$ cat src/rtl/spw_pkg.sv
`timescale 1ns/1ps
package spw_pkg;
  localparam int SPW_WORD_W = 32;
  localparam int SPW_SEL_N  = 4;
  localparam int SPW_DIV_W  = 8;

  typedef enum logic {
    PH_LEAD  = 1'b0,
    PH_TRAIL = 1'b1
  } spw_phase_e;

  function automatic logic spw_idle_level(input logic [1:0] code);
    return (code == 2'd1) || (code == 2'd3);
  endfunction
endpackage

$ cat src/rtl/spw_timer.sv
`timescale 1ns/1ps
module spw_timer #(
  parameter int DIV_W = 8,
  parameter int CNT_W = 7
) (
  input  logic             clk,
  input  logic             rst_n,
  input  logic             start,
  input  logic [DIV_W-1:0] div,
  input  logic [CNT_W-1:0] nedges,
  input  logic             idle_lvl,
  output logic             busy,
  output logic             tick,
  output logic             tick_odd,
  output logic             fin,
  output logic             sclk
);
  logic [DIV_W-1:0] hc_q, rl_q, rl_in;
  logic [CNT_W-1:0] ec_q, ne_q;
  logic             busy_q, sclk_q, term;

  assign rl_in    = (div == '0) ? '0 : div - 1'b1;
  assign term     = busy_q && (hc_q == '0);
  assign tick     = term && (ec_q != ne_q);
  assign fin      = term && (ec_q == ne_q);
  assign tick_odd = ~ec_q[0];
  assign busy     = busy_q;
  assign sclk     = sclk_q;

  always_ff @(posedge clk or negedge rst_n) begin
    if (!rst_n) begin
      busy_q <= 1'b0;
      sclk_q <= 1'b0;
      hc_q   <= '0;
      rl_q   <= '0;
      ec_q   <= '0;
      ne_q   <= '0;
    end else if (!busy_q) begin
      sclk_q <= idle_lvl;
      if (start) begin
        busy_q <= 1'b1;
        hc_q   <= rl_in;
        rl_q   <= rl_in;
        ec_q   <= '0;
        ne_q   <= nedges;
      end
    end else if (hc_q != '0) begin
      hc_q <= hc_q - 1'b1;
    end else begin
      hc_q <= rl_q;
      if (ec_q == ne_q) begin
        busy_q <= 1'b0;
      end else begin
        ec_q   <= ec_q + 1'b1;
        sclk_q <= ~sclk_q;
      end
    end
  end

  p_half_period_r5: assert property (@(posedge clk) disable iff (!rst_n)
    tick && (rl_q != '0) |=> !tick);
  p_sclk_quiet_r3: assert property (@(posedge clk) disable iff (!rst_n)
    busy_q && !tick |=> $stable(sclk_q));
endmodule

$ cat src/rtl/spw_tx.sv
`timescale 1ns/1ps
module spw_tx
  import spw_pkg::*;
#(
  parameter int WORD_W = 32,
  parameter int LEN_W  = 5
) (
  input  logic              clk,
  input  logic              rst_n,
  input  logic              start,
  input  logic [WORD_W-1:0] word,
  input  logic [LEN_W-1:0]  len_m1,
  input  logic              tx_en,
  input  spw_phase_e        phase,
  input  logic              tick,
  input  logic              tick_odd,
  input  logic              fin,
  output logic              mosi
);
  logic [WORD_W-1:0] sh_q;
  logic              drv_q, en_q;
  spw_phase_e        ph_q;

  always_ff @(posedge clk or negedge rst_n) begin
    if (!rst_n) begin
      sh_q  <= '0;
      drv_q <= 1'b0;
      en_q  <= 1'b0;
      ph_q  <= PH_LEAD;
    end else if (start) begin
      sh_q  <= word << (WORD_W - 1 - int'(len_m1));
      drv_q <= (phase == PH_LEAD);
      en_q  <= tx_en;
      ph_q  <= phase;
    end else if (fin) begin
      drv_q <= 1'b0;
    end else if (tick) begin
      if (tick_odd) begin
        if (ph_q == PH_TRAIL) begin
          if (!drv_q) drv_q <= 1'b1;
          else        sh_q  <= sh_q << 1;
        end
      end else if (ph_q == PH_LEAD) begin
        sh_q <= sh_q << 1;
      end
    end
  end

  assign mosi = en_q & drv_q & sh_q[WORD_W-1];
endmodule

$ cat src/rtl/spw_rx.sv
`timescale 1ns/1ps
module spw_rx
  import spw_pkg::*;
#(
  parameter int WORD_W = 32
) (
  input  logic              clk,
  input  logic              rst_n,
  input  logic              start,
  input  logic              rx_en,
  input  spw_phase_e        phase,
  input  logic              tick,
  input  logic              tick_odd,
  input  logic              fin,
  input  logic              miso,
  output logic              rx_valid,
  output logic [WORD_W-1:0] rx_word
);
  logic [WORD_W-1:0] acc_q, data_q;
  logic              en_q, valid_q;
  spw_phase_e        ph_q;

  always_ff @(posedge clk or negedge rst_n) begin
    if (!rst_n) begin
      acc_q   <= '0;
      data_q  <= '0;
      en_q    <= 1'b0;
      valid_q <= 1'b0;
      ph_q    <= PH_LEAD;
    end else begin
      valid_q <= fin & en_q;
      if (fin && en_q) data_q <= acc_q;
      if (start) begin
        acc_q <= '0;
        en_q  <= rx_en;
        ph_q  <= phase;
      end else if (tick && (tick_odd == (ph_q == PH_LEAD))) begin
        acc_q <= {acc_q[WORD_W-2:0], miso};
      end
    end
  end

  assign rx_valid = valid_q;
  assign rx_word  = data_q;

  p_valid_pulse_r8: assert property (@(posedge clk) disable iff (!rst_n)
    valid_q |=> !valid_q);
endmodule

$ cat src/rtl/spw_sel.sv
`timescale 1ns/1ps
module spw_sel #(
  parameter int SEL_N = 4
) (
  input  logic [SEL_N-1:0] en,
  input  logic             sw,
  input  logic             val,
  input  logic             inv,
  input  logic             active,
  output logic [SEL_N-1:0] sel
);
  for (genvar i = 0; i < SEL_N; i++) begin : g_line
    assign sel[i] = !en[i] ? ~inv : (sw ? val : (active ? inv : ~inv));
  end
endmodule

$ cat src/rtl/spi_word_engine.sv
`timescale 1ns/1ps
module spi_word_engine
  import spw_pkg::*;
#(
  parameter int WORD_W = SPW_WORD_W,
  parameter int SEL_N  = SPW_SEL_N,
  parameter int DIV_W  = SPW_DIV_W,
  localparam int LEN_W = $clog2(WORD_W),
  localparam int CNT_W = $clog2(2 * WORD_W + 1)
) (
  input  logic              clk,
  input  logic              rst_n,
  input  logic              cmd_valid,
  output logic              cmd_ready,
  input  logic [WORD_W-1:0] cmd_word,
  input  logic [LEN_W-1:0]  cfg_len_m1,
  input  logic              cfg_phase,
  input  logic [1:0]        cfg_idle,
  input  logic [SEL_N-1:0]  cfg_sel_en,
  input  logic              cfg_sel_sw,
  input  logic              cfg_sel_val,
  input  logic              cfg_sel_inv,
  input  logic              cfg_tx_en,
  input  logic              cfg_rx_en,
  input  logic [DIV_W-1:0]  cfg_half_div,
  output logic              sclk,
  output logic              mosi,
  input  logic              miso,
  output logic [SEL_N-1:0]  sel,
  output logic              done,
  output logic              rx_valid,
  output logic [WORD_W-1:0] rx_word
);
  logic             busy, tick, tick_odd, fin, start, idle_lvl, done_q;
  logic [CNT_W-1:0] nedges;
  spw_phase_e       phase;

  logic [LEN_W-1:0] len_q;
  logic             idle_q, sw_q, val_q, inv_q, txe_q, rxe_q;
  logic [SEL_N-1:0] en_q;

  assign cmd_ready = !busy;
  assign start     = cmd_valid && !busy;
  assign idle_lvl  = spw_idle_level(cfg_idle);
  assign nedges    = CNT_W'((32'(cfg_len_m1) + 1) * 2);
  assign phase     = spw_phase_e'(cfg_phase);

  always_ff @(posedge clk or negedge rst_n) begin
    if (!rst_n) begin
      len_q  <= '0;
      idle_q <= 1'b0;
      en_q   <= '0;
      sw_q   <= 1'b0;
      val_q  <= 1'b0;
      inv_q  <= 1'b0;
      txe_q  <= 1'b0;
      rxe_q  <= 1'b0;
      done_q <= 1'b0;
    end else begin
      done_q <= fin;
      if (!busy) begin
        len_q  <= cfg_len_m1;
        idle_q <= idle_lvl;
        en_q   <= cfg_sel_en;
        sw_q   <= cfg_sel_sw;
        val_q  <= cfg_sel_val;
        inv_q  <= cfg_sel_inv;
        txe_q  <= cfg_tx_en;
        rxe_q  <= cfg_rx_en;
      end
    end
  end

  assign done = done_q;

  spw_timer #(.DIV_W(DIV_W), .CNT_W(CNT_W)) i_timer (
    .clk(clk), .rst_n(rst_n), .start(start), .div(cfg_half_div),
    .nedges(nedges), .idle_lvl(idle_lvl), .busy(busy), .tick(tick),
    .tick_odd(tick_odd), .fin(fin), .sclk(sclk)
  );

  spw_tx #(.WORD_W(WORD_W), .LEN_W(LEN_W)) i_tx (
    .clk(clk), .rst_n(rst_n), .start(start), .word(cmd_word),
    .len_m1(cfg_len_m1), .tx_en(cfg_tx_en), .phase(phase), .tick(tick),
    .tick_odd(tick_odd), .fin(fin), .mosi(mosi)
  );

  spw_rx #(.WORD_W(WORD_W)) i_rx (
    .clk(clk), .rst_n(rst_n), .start(start), .rx_en(cfg_rx_en),
    .phase(phase), .tick(tick), .tick_odd(tick_odd), .fin(fin),
    .miso(miso), .rx_valid(rx_valid), .rx_word(rx_word)
  );

  spw_sel #(.SEL_N(SEL_N)) i_sel (
    .en(en_q), .sw(sw_q), .val(val_q), .inv(inv_q), .active(busy), .sel(sel)
  );

  p_sclk_rest_r3: assert property (@(posedge clk) disable iff (!rst_n)
    !busy |-> sclk == idle_q);
  p_mosi_idle_r2: assert property (@(posedge clk) disable iff (!rst_n)
    !busy |-> !mosi);
  p_mosi_off_r6: assert property (@(posedge clk) disable iff (!rst_n)
    !txe_q |-> !mosi);
  p_done_single_r8: assert property (@(posedge clk) disable iff (!rst_n)
    done |=> !done);
  p_rx_gated_r7: assert property (@(posedge clk) disable iff (!rst_n)
    rx_valid |-> done && rxe_q);
  p_rx_aligned_r7: assert property (@(posedge clk) disable iff (!rst_n)
    rx_valid |-> ((64'(rx_word) >> (32'(len_q) + 1)) == 64'd0));
  p_sel_frozen_r10: assert property (@(posedge clk) disable iff (!rst_n)
    busy && $past(busy) |-> $stable(sel));
  p_accept_r9: assert property (@(posedge clk) disable iff (!rst_n)
    cmd_valid && cmd_ready |=> busy);
endmodule

$ cat config.mk
export PLATFORM = sky130hd
export DESIGN_NAME = spi_word_engine
export DESIGN_NICKNAME = d
export VERILOG_FILES = /design/src/rtl/spw_pkg.sv /design/src/rtl/spw_timer.sv /design/src/rtl/spw_tx.sv /design/src/rtl/spw_rx.sv /design/src/rtl/spw_sel.sv /design/src/rtl/spi_word_engine.sv
export SDC_FILE = /design/constraint.sdc
export NUM_CORES = 1
export LEC_CHECK = 0
export BUFFER_PORTS_ARGS = -buffer_cell sky130_fd_sc_hd__buf_2
export CORE_MARGIN = 3
export CORE_UTILIZATION = 46
export DETAILED_ROUTE_END_ITERATION = 10
export PLACE_DENSITY = 0.73
export SETUP_SLACK_MARGIN = 0.4
export SLEW_MARGIN = 15
export SYNTH_ARGS = -nofsm -noshare
export SYNTH_HDL_FRONTEND = slang
export SYNTH_SLANG_ARGS = --single-unit
$ cat constraint.sdc
create_clock -name clk -period 2.9 [get_ports clk]
set_input_delay 0.145 -clock clk [delete_from_list [all_inputs] [get_ports clk]]
set_output_delay 0.145 -clock clk [all_outputs]
set_load 0.05 [all_outputs]
==> results.cfg, run 1 <==
[route]
wire_per_inst_um = 17.8
via_count = 6735
detail_route.first_pass.iterations = 9
ant_nets = 0
wl_um = 20100
initialDrtViolationCount = 594
post_drt_via_cell_ratio = 5.97
drc_errors = 0

[setup_path]
crit_arrival_ns = 2.67
max_stage_delay_ns = 0.55
path_buf_inv = 1
timing.critical_path.max_delay_family = compound AO/OA/AOI/OAI gates
worst_setup_path_start_kind = flip-flop
worst-endpoint-required_ns = 3.18
crit_type = reg -> reg
path_depth = 7
worst_r2r_path_depth = 7
critical_path_peak_fanout = 8
crit_path_cell_trace = inv_1, ha_1, or3b_2, o21ai_1, o32ai_1, a21oi_1, o21ai_0
critical_path.endpoint_type = flip-flop
slowest_cp_cell = sky130_fd_sc_hd__or3b_2

[floorplan]
floorplan.rows = 47
die_area_mm2 = 0.0193
initial_core_util_pct = 48.0
placeableCoreArea_mm2 = 0.0169
floorplan.die.height_um = 139
fp.dieW_um = 139
num_io_pins = 102

[layout]
final_area_mm2 = 0.00964
stdcell_count = 1129
finish.net_count = 963
share_of_final_layout_standard_cells_stronger_than_drive_strength_1_pct = 29.8
area_growth_from_synthesis_to_layout_pct = 18.6
antennaDiodeCount = 0

[sta]
timing_worst_slew_pin_value_ns = 0.753
timing.final.max_slew_violations = 0
layout_worst_path_cycle_share_pct = 82.6
final.setup.tns_ns = 0
clock-skew-final_ns = 0.00989
setup_repair_after_global_routing_missed_its_margin = false
max_slew_margin_pct = 49.8
hold_ws_ns = 0.0812
final-setup-viol-count = 0
timing.final.crit_period_ns = 2.39
max_clock_freq_mhz = 418
timing.final.hold_violations = 0

[synthesis]
synth_nets = 856
postSynthAreaPerCell_um2 = 10.3
yosys.cell_types.count = 70
ys_warn_count = 0
ys_async_sr_fraction_pct = 100
share_of_the_yosys_chip_area_belonging_to_registers_pct = 43.1
synthFlopType = sky130_fd_sc_hd__dfrtp_1
ys_ff_latch = 140
netlist_area_pre_place_mm2 = 0.00813
edff_count_synth = 0
synth_instances = 789

[grt]
overflow = 0
antenna_found_initial = 0
grt_first_pass_wirelength_um = 33100
pin_count_of_the_biggest_net_entering_global_routing = 79
grt_pass1_vias = 6432
grt_use_total_pct = 20.9

[power_and_ir_drop]
p_leak_nw = 4.30
power_density_mw_per_mm2 = 736
vdd.ir_drop.worst_uv = 407

[placed_design]
place_hpwl_um = 13800
numPortBuffers = 100
dpl-instance-area_mm2 = 0.00886
dp_cells = 1078
final_weighted_congestion_of_routability_driven_global_placement = 0.918

[clock_tree]
cts.htree.levels = 4
clock_latency_ns = 0.42
clock_sink_count = 140
clkTransAtPathRegs_ns = 0.06
tritoncts.num_buffers = 17
tritoncts_clock_tree = yes
clk_path_buf_depth = 2
cts_root_buffer = sky130_fd_sc_hd__clkbuf_16

[run_status]
outcome = completed

[min_path]
hold_path_depth = 3
hold_path_class = in -> reg

[job]
max_cap_violations = 0
[stage by stage]
stage	worst slack, ns	utilization, %	power [mW]
after floorplan	0.439	-	4.41
after global placement	0.438	52.3	4.88
after detailed placement	0.406	52.3	4.96
after CTS	0.430	56.8	7.10
after global routing	0.422	56.9	7.53
final	0.506	56.9	7.10
[cell usage after synthesis, drive strengths merged, types with 5 or more instances]
library cell  instances  share of area, %
nand2               142               6.6
dfrtp               140                43
mux2                 64               9.4
a21oi                63               3.9
o21ai                45               2.8
nor2                 35               1.7
clkbuf               32               1.5
mux4                 30               8.3
mux2i                20               2.5
buf                  19               1.4
nor3                 14               1.1
a31oi                13               1.0
o31ai                12               1.1
inv                  11              0.51
nand3                11              0.83
xnor2                11               1.2
a22o                 10               1.1
a22oi                10              0.92
nor2b                 8              0.62
a2111oi               6              0.88
ha                    6              0.92
o211ai                6              0.55
o22ai                 6              0.46
nand2b                5              0.38
or3                   5              0.38
xor2                  5              0.54
[area by class of cell]
type / instances / area, µm²
sequential: 140 / 3510
inverter: 13 / 55.1
clock inverter: 5 / 55.1
multi-input combinational: 585 / 4360
clock buffer: 27 / 523
timing repair buffer: 139 / 867
fill: 1402 / 7290
tap: 220 / 275
[worst register-to-register path: stages (launching register included)]
cell,delay [ns]
sky130_fd_sc_hd__dfrtp_2,0.45
sky130_fd_sc_hd__inv_1,0.10
sky130_fd_sc_hd__ha_1,0.16
sky130_fd_sc_hd__or3b_2,0.55
sky130_fd_sc_hd__o21ai_1,0.45
sky130_fd_sc_hd__o32ai_1,0.17
sky130_fd_sc_hd__a21oi_1,0.22
sky130_fd_sc_hd__o21ai_0,0.14
[per-layer routing]
metal,vias to the layer above,share of wire (%),routed length (µm),GRT usage [%]
met3,34,7.1,1430,4.52
met5,-,0,0,0
li1,3134,-,-,-
met4,0,1.8,363,7.00
met1,3264,44,8900,29.7
met2,303,47,9390,32.1
[logic make-up after synthesis]
family                     Yosys count  synth area share (%)
AOI/OAI and AO/OA                  204                  16.3
xor gates and xnor gates            16                  1.72
adders and majority gates            6                 0.923
buffers and inverters               64                  3.56
DFF                                140                  43.1
muxes                              114                  20.2
and+or+nand+nor                    245                  14.2
[cells in the final DEF, fill, tap and decap left out, types with 20 or more instances in the layout]
cell	n
sky130_fd_sc_hd__dfrtp_1	138
sky130_fd_sc_hd__o21ai_0	43
sky130_fd_sc_hd__nand2_1	142
sky130_fd_sc_hd__nor2_1	34
sky130_fd_sc_hd__mux2_2	52
sky130_fd_sc_hd__buf_2	99
sky130_fd_sc_hd__mux4_2	30
sky130_fd_sc_hd__a21oi_1	63
sky130_fd_sc_hd__mux2i_1	20
sky130_fd_sc_hd__buf_4	21
[worst paths after layout]
path	slack (ns)	end	startpoint
worst max-delay path	0.51	i_timer.hc_q[2]$_DFFE_PN0P_	i_timer.hc_q[0]$_DFFE_PN0P_
worst min-delay path	0.08	i_timer.rl_q[6]$_DFFE_PN0P_	cfg_half_div[6]
worst max register to register	0.51	i_timer.hc_q[2]$_DFFE_PN0P_	i_timer.hc_q[0]$_DFFE_PN0P_
worst min register to register	0.48	i_tx.en_q$_DFFE_PN0P_	i_tx.en_q$_DFFE_PN0P_
max in group asynchronous	1.76	i_tx.sh_q[0]$_DFFE_PN0P_	rst_n
min in group asynchronous	0.34	en_q[3]$_DFFE_PN0N_	rst_n
[sequential cells by signal, summed over array words and instances, names as in the netlist, 4 cells and up]
register      flops
i_timer.hc_q      8
i_rx.acc_q       32
i_timer.rl_q      8
i_timer.ne_q      6
i_tx.sh_q        32
en_q              4
i_timer.ec_q      7
i_rx.rx_word     32
[power by group]
group | total (mW) | internal [mW] | switching (mW)
logic | 1.97 | 0.881 | 1.09
clock network | 2.09 | 1.31 | 0.781
registers | 3.03 | 2.53 | 0.503
total | 7.10 | 4.72 | 2.37
[repair_timing]
action,CTS,global route
resized for setup,3,5
setup buffers,4,1
hold buffers,14,0
endpoints found under the hold margin,90,0
pin swaps,1,2
setup endpoints to repair,38,93
gates cloned,0,0
Power figures use the tool's default switching activity.
==> run 2: changes to the inputs <==
--- a/config.mk
+++ b/config.mk
@@ -5,6 +5,7 @@
 export SDC_FILE = /design/constraint.sdc
 export NUM_CORES = 1
 export LEC_CHECK = 0
+export ABC_AREA = 1
 export BUFFER_PORTS_ARGS = -buffer_cell sky130_fd_sc_hd__buf_2
 export CORE_MARGIN = 3
 export CORE_UTILIZATION = 46
==> constraint.sdc (replaced) <==
create_clock -name clk -period 2.3 [get_ports clk]
set_input_delay 0.115 -clock clk [delete_from_list [all_inputs] [get_ports clk]]
set_output_delay 0.115 -clock clk [all_outputs]
set_load 0.05 [all_outputs]
==> run 2 against run 1 <==
Effect of this change:
- synthesized cell count up 49%
- first-iteration DRC count up 18%
- critical path depth up 3
- clock power up 30%
- maximum frequency up 24%
- power up 15%
- area after synthesis up 0.52%
- combinational power up 8%
- via count up 20%
- critical path type unchanged
- largest power group unchanged
==> results.cfg, run 2 <==
[setup_path]
crit_path_cell_trace = nor2_4, nand2_2, nor2_4, buf_12, nand4_4, nor2_4, buf_6, clkbuf_16, nand2_1, nand2_1
crit_type = reg -> reg
critical_path_peak_fanout = 8
worst-endpoint-required_ns = 2.66
critical_path.endpoint_type = flip-flop
worst_setup_path_start_kind = flip-flop
path_buf_inv = 3
slowest_cp_cell = sky130_fd_sc_hd__dfrtp_2
critPathMostFrequentCell = sky130_fd_sc_hd__nor2_4
timing.critical_path.max_delay_family = simple AND/OR/NAND/NOR gates
crit_arrival_ns = 2.29
max_stage_delay_ns = 0.45

[synthesis]
post_synth_main_area_contributors = sky130_fd_sc_hd__dfrtp_1, sky130_fd_sc_hd__nand2_1, sky130_fd_sc_hd__nand3_1
synthFlopType = sky130_fd_sc_hd__dfrtp_1
share_of_the_yosys_chip_area_belonging_to_registers_pct = 42.9
synth_simple_gate_area_share_pct = 38.2
fraction_of_the_mapped_netlist_area_in_adder_cells_pct = 0.919
synth_instances = 1176
synthMostInstantiatedCell = sky130_fd_sc_hd__nand2_1
yosys.area.top_type = sky130_fd_sc_hd__dfrtp_1
post_synth_xor_area_fraction_pct = 1.61
postSynthAreaPerCell_um2 = 6.95
synth_top_cell_area_share_pct = 42.9
synth_nets = 1243
post_synthesis_compound_gate_area_fraction_pct = 8.39
ys_async_sr_fraction_pct = 100
yosys-top-cells-count = sky130_fd_sc_hd__nand2_1, sky130_fd_sc_hd__nand3_1, sky130_fd_sc_hd__dfrtp_1
netlist_area_pre_place_mm2 = 0.00817
ys_warn_count = 0
ys_ff_latch = 140
edff_count_synth = 0
yosys.cell_types.count = 39
dominant_combinational_cell_family_by_area_after_synthesis = simple AND/OR/NAND/NOR gates
synth.area.mux_share_pct = 0

[layout]
area_growth_from_synthesis_to_layout_pct = 22.5
final_area_mm2 = 0.0100
share_of_final_layout_standard_cells_stronger_than_drive_strength_1_pct = 17.7
antennaDiodeCount = 0
final_cell_mix = sky130_fd_sc_hd__nand2_1, sky130_fd_sc_hd__nand3_1, sky130_fd_sc_hd__dfrtp_1, sky130_fd_sc_hd__buf_2, sky130_fd_sc_hd__inv_1
finish.net_count = 1360
n_fill_cell = 1598
mostFrequentLayoutCell = sky130_fd_sc_hd__nand2_1

[floorplan]
floorplan.rows = 48
die_area_mm2 = 0.0194
fp.dieW_um = 139
placeableCoreArea_mm2 = 0.0174
initial_core_util_pct = 47.1
num_io_pins = 102
floorplan.die.height_um = 139

[placed_design]
place_hpwl_um = 14600
dpl-instance-area_mm2 = 0.00885
numPortBuffers = 100
final_weighted_congestion_of_routability_driven_global_placement = 0.936

[route]
initialDrtViolationCount = 702
wl_um = 22000
ant_nets = 0
detail_route.first_pass.iterations = 7
via_count = 8052
wire_per_inst_um = 14.4
drc_errors = 0
post_drt_via_cell_ratio = 5.26

[sta]
timing_worst_slew_pin_value_ns = 0.689
final.setup.tns_ns = 0
timing.final.crit_period_ns = 1.92
final-setup-viol-count = 0
max_slew_margin_pct = 54.0
layout_worst_path_cycle_share_pct = 83.7
setup_repair_after_global_routing_missed_its_margin = true
timing.final.max_slew_violations = 0
max_clock_freq_mhz = 520
clock-skew-final_ns = 0.0117
timing.final.hold_violations = 0

[grt]
antenna_found_initial = 0
overflow = 0
grt_use_total_pct = 22.4
grt_pass1_vias = 7569
grt_first_pass_wirelength_um = 36400
pin_count_of_the_biggest_net_entering_global_routing = 60

[power_and_ir_drop]
vdd.ir_drop.worst_uv = 605
p_leak_nw = 5.41
power_density_mw_per_mm2 = 812

[clock_tree]
clock_latency_ns = 0.42
cts_root_buffer = sky130_fd_sc_hd__clkbuf_16
tritoncts_clock_tree = yes
tritoncts.num_buffers = 17
cts.htree.levels = 4
clkTransAtPathRegs_ns = 0.06
clk_path_buf_depth = 2
clock_sink_count = 140

[min_path]
hold_path_class = in -> reg

[job]
max_cap_violations = 0

[run_status]
outcome = completed
==> run 2: cell types whose count changed after synthesis, sizes merged, moves of 22 or more <==
cell / change
mux4: -30
nor2: +55
inv: +78
mux2: -64
nand3: +160
o21ai: +22
nand2: +328
a21oi: -33
==> run 2: metal layers <==
metal / vias to the layer above / global-route usage (%) / routed length [µm]
met2: 223 / 37.0 / 10700
met5: - / 0 / 0
met3: 48 / 4.02 / 1000
met4: 0 / 7.21 / 568
met1: 3774 / 30.0 / 9700
li1: 4007 / - / -
==> run 2: worst paths after layout <==
check	from	end	slack (ns)	cells after the start
max	i_timer.hc_q[2]$_DFFE_PN0P_	i_rx.rx_word[29]$_DFFE_PN0P_	0.38	10
min reg2reg	i_rx.rx_word[4]$_DFFE_PN0P_	i_rx.rx_word[4]$_DFFE_PN0P_	0.46	2
min in group asynchronous	rst_n	i_rx.rx_valid$_DFF_PN0_	0.19	2
min	cfg_half_div[5]	i_timer.rl_q[5]$_DFFE_PN0P_	0.03	4
max reg2reg	i_timer.hc_q[2]$_DFFE_PN0P_	i_rx.rx_word[29]$_DFFE_PN0P_	0.38	10
max in group asynchronous	rst_n	i_timer.hc_q[2]$_DFFE_PN0P_	1.41	3
==> run 2: worst min-delay path, cell delays in order <==
cell                      delay, ns
sky130_fd_sc_hd__buf_2         0.09
sky130_fd_sc_hd__xor2_1        0.08
sky130_fd_sc_hd__nand3_1       0.06
sky130_fd_sc_hd__nand2_1       0.05
==> run 2: power breakdown <==
part	total [mW]	switching (mW)	leakage, nW	internal (mW)
combinational	2.13	1.28	3.31	0.851
clock	2.72	1.08	0.277	1.64
sequential	3.28	0.336	1.82	2.94
==> run 2: cell type report <==
cell class              instances  area [µm²]  area share (%)
inverters                      90         358            3.58
repair buffers                157        1160            11.6
clock buffers                  20         447            4.46
well taps                     225         282            2.81
flip-flops and latches        140        3510            35.0
clock inverters                12         140            1.40
multi-input cells             887        4110            41.1
==> run 2: metrics by stage <==
step                hold slack, ns  power, mW  utilization, %  std cells  setup WS [ns]
finish                      0.0306       8.13            57.7       1531          0.375
detailed placement          0.0781       5.19            51.0       1464          0.244
floorplan                   -0.181       4.68               -       1176          0.476
CTS                        0.00952       7.97            55.9       1516          0.405
global route                0.0530       8.67            57.7       1531          0.305
global placement            0.0772       5.11            51.0       1464          0.328
==> run 2: cells by family (layout without fill, tap and decap cells) <==
group	count (synthesis)	count (layout)
AND/OR/NAND/NOR	748	748
XOR/XNOR	15	15
buffers and inverters	149	279
adder cells (fa/ha/maj)	6	6
AO/OA/AOI/OAI	118	118
flip-flops	140	140
==> run 2: repair_timing <==
item | 4_1_cts | 5_1_grt
hold buffers | 12 | 0
hold endpoints to repair | 57 | 0
buffers inserted | 7 | 12
pin swaps | 2 | 12
gates cloned | 1 | 3
resized for setup | 12 | 44
endpoints found under the setup margin | 89 | 105
==> run 3: changes to the inputs <==
--- a/config.mk
+++ b/config.mk
@@ -5,12 +5,12 @@
 export SDC_FILE = /design/constraint.sdc
 export NUM_CORES = 1
 export LEC_CHECK = 0
-export ABC_AREA = 1
+export ABC_AREA = 0
 export BUFFER_PORTS_ARGS = -buffer_cell sky130_fd_sc_hd__buf_2
 export CORE_MARGIN = 3
 export CORE_UTILIZATION = 46
 export DETAILED_ROUTE_END_ITERATION = 10
-export PLACE_DENSITY = 0.73
+export PLACE_DENSITY = 0.75
 export SETUP_SLACK_MARGIN = 0.4
 export SLEW_MARGIN = 15
 export SYNTH_ARGS = -nofsm -noshare
==> constraint.sdc (replaced) <==
create_clock -name clk -period 1.6 [get_ports clk]
set_input_delay 0.08 -clock clk [delete_from_list [all_inputs] [get_ports clk]]
set_output_delay 0.08 -clock clk [all_outputs]
set_load 0.05 [all_outputs]
==> run 3 against run 2 <==
Effect of this change:
- die area down 0.49%
- combinational power rose to 2.8 times the previous value
- wire length up 30%
- sequential cell count unchanged
- maximum frequency down 16%
- the flow now finishes with violations (negative setup slack)
- register-to-register slack worse by 1.1 ns
- clock skew down 0.0023 ns
- count of clock-buffer cells in the layout up 1
- critical path depth down 2
==> results.cfg, run 3 (synthesis gave the netlist of run 1 again) <==
[job]
max_cap_violations = 0

[setup_path]
rr_startpoint = i_timer.hc_q[1]$_DFFE_PN0P_
crit_type = reg -> reg
worst_setup_path_start_kind = flip-flop
critical_path.endpoint_type = flip-flop
r2r_end = i_rx.rx_word[11]$_DFFE_PN0P_
crit_arrival_ns = 2.61
worst-endpoint-required_ns = 1.91
worst_r2r_path_depth = 8
worst-r2r-setup-slack_ns = -0.69
critical_path_peak_fanout = 32

[route]
detail_route.first_pass.iterations = 8
via_count = 8192
wl_um = 28700
drc_errors = 0
initialDrtViolationCount = 966
post_drt_via_cell_ratio = 6.22
ant_nets = 0
wire_per_inst_um = 21.8

[sta]
final_worst_slack_ns = -0.691
timing.final.max_slew_violations = 0
max_clock_freq_mhz = 437
timing.final.hold_violations = 0
final-setup-viol-count = 125
final.setup.tns_ns = -66.75
timing_worst_slew_pin_value_ns = 0.533
clock-skew-final_ns = 0.00939
layout_worst_path_cycle_share_pct = 143
setup_repair_after_global_routing_missed_its_margin = true
max_slew_margin_pct = 64.5
timing.final.crit_period_ns = 2.29
hold_ws_ns = 0.00989

[layout]
final_cell_mix = sky130_fd_sc_hd__buf_4, sky130_fd_sc_hd__dfrtp_1, sky130_fd_sc_hd__nand2_1, sky130_fd_sc_hd__buf_2, sky130_fd_sc_hd__a21oi_1
finish.net_count = 1150
share_of_final_layout_standard_cells_stronger_than_drive_strength_1_pct = 49.2
antennaDiodeCount = 0
area_growth_from_synthesis_to_layout_pct = 49.1
final_core_util_pct = 71.6
mostFrequentLayoutCell = sky130_fd_sc_hd__buf_4

[floorplan]
placeableCoreArea_mm2 = 0.0169
floorplan.die.height_um = 139
floorplan.rows = 47
die_area_mm2 = 0.0193
initial_core_util_pct = 48.0
num_io_pins = 102
fp.dieW_um = 139

[grt]
antenna_found_initial = 0
grt_pass1_vias = 7893
pin_count_of_the_biggest_net_entering_global_routing = 54
overflow = 0
grt_use_total_pct = 26.2
grt_first_pass_wirelength_um = 40800

[clock_tree]
clock_sink_count = 140
cts.htree.levels = 4
tritoncts_clock_tree = yes
tritoncts.num_buffers = 17
clk_path_buf_depth = 2
cts_root_buffer = sky130_fd_sc_hd__clkbuf_16
clock_latency_ns = 0.44
clkTransAtPathRegs_ns = 0.06

[placed_design]
place_hpwl_um = 16500
final_weighted_congestion_of_routability_driven_global_placement = 0.992
numPortBuffers = 100

[power_and_ir_drop]
design_power_total_mw = 15.5
vdd.ir_drop.worst_uv = 836
p_leak_nw = 5.54
power_density_mw_per_mm2 = 1280

[min_path]
hold_path_class = in -> reg
timing.hold.worst.start = cfg_half_div[6]
hold_path_depth = 3
holdPathEnd = i_timer.rl_q[6]$_DFFE_PN0P_

[run_status]
violations = negative setup slack
outcome = finished with violations
## run 3: routing by layer
layer	vias to the layer above	part of all wire, %	wire (µm)	GRT usage, %
met3	155	8.3	2380	4.90
met2	534	49	14100	44.2
met5	-	0	0	0
met4	0	5.2	1500	11.0
li1	3510	-	-	-
met1	3993	37	10700	33.3
## run 3: repair_timing
action,CTS,global route
setup buffers,36,16
pin swaps,31,30
hold endpoints to repair,65,0
hold buffers,14,0
gates resized for setup,117,90
cloned,8,3
endpoints found under the setup margin,139,146
## run 3: how the worst max path moves through the flow
stage / from / to / slack (ns) / cells past startpoint
detailed placement: cfg_len_m1[0] / i_tx.sh_q[31]$_DFFE_PN0P_ / -0.67 / 7
CTS: i_timer.hc_q[1]$_DFFE_PN0P_ / i_rx.rx_word[30]$_DFFE_PN0P_ / -0.56 / 8
global route: i_timer.hc_q[0]$_DFFE_PN0P_ / i_rx.rx_word[11]$_DFFE_PN0P_ / -0.75 / 8
floorplan: i_timer.hc_q[0]$_DFFE_PN0P_ / i_tx.sh_q[1]$_DFFE_PN0P_ / -0.64 / 10
global placement: cfg_len_m1[0] / i_tx.sh_q[31]$_DFFE_PN0P_ / -0.65 / 7
finish: i_timer.hc_q[1]$_DFFE_PN0P_ / i_rx.rx_word[11]$_DFFE_PN0P_ / -0.69 / 8
## run 3: area by class of cell
class | count | area, µm²
inverters | 13 | 68.8
well taps | 220 | 275
repair buffers | 323 | 2760
clock buffers | 21 | 460
clock inverters | 11 | 109
fillers | 1094 | 4810
multi-input cells | 588 | 4940
flip-flops and latches | 140 | 3510
## run 3: critical path, stage by stage (launching register included)
cell,delay [ns]
sky130_fd_sc_hd__dfrtp_1,0.39
sky130_fd_sc_hd__inv_2,0.09
sky130_fd_sc_hd__ha_4,0.14
sky130_fd_sc_hd__or3b_4,0.42
sky130_fd_sc_hd__buf_6,0.14
sky130_fd_sc_hd__nor3_4,0.27
sky130_fd_sc_hd__nand4_2,0.18
sky130_fd_sc_hd__buf_12,0.20
sky130_fd_sc_hd__mux2_2,0.31
## run 3: power breakdown
group | leakage (nW) | internal (mW) | switching [mW]
Combinational | 3.45 | 2.89 | 3.17
Sequential | 1.82 | 4.58 | 1.00
Clock | 0.267 | 2.24 | 1.60
## run 3: stage by stage
stage / std cells / setup slack, ns / cell area (µm²)
after global placement: 1207 / -0.645 / 9970
after floorplan: 789 / -0.642 / 8370
after detailed placement: 1207 / -0.670 / 9970
final: 1316 / -0.691 / 12100
after global routing: 1316 / -0.751 / 12100
after CTS: 1297 / -0.563 / 11600
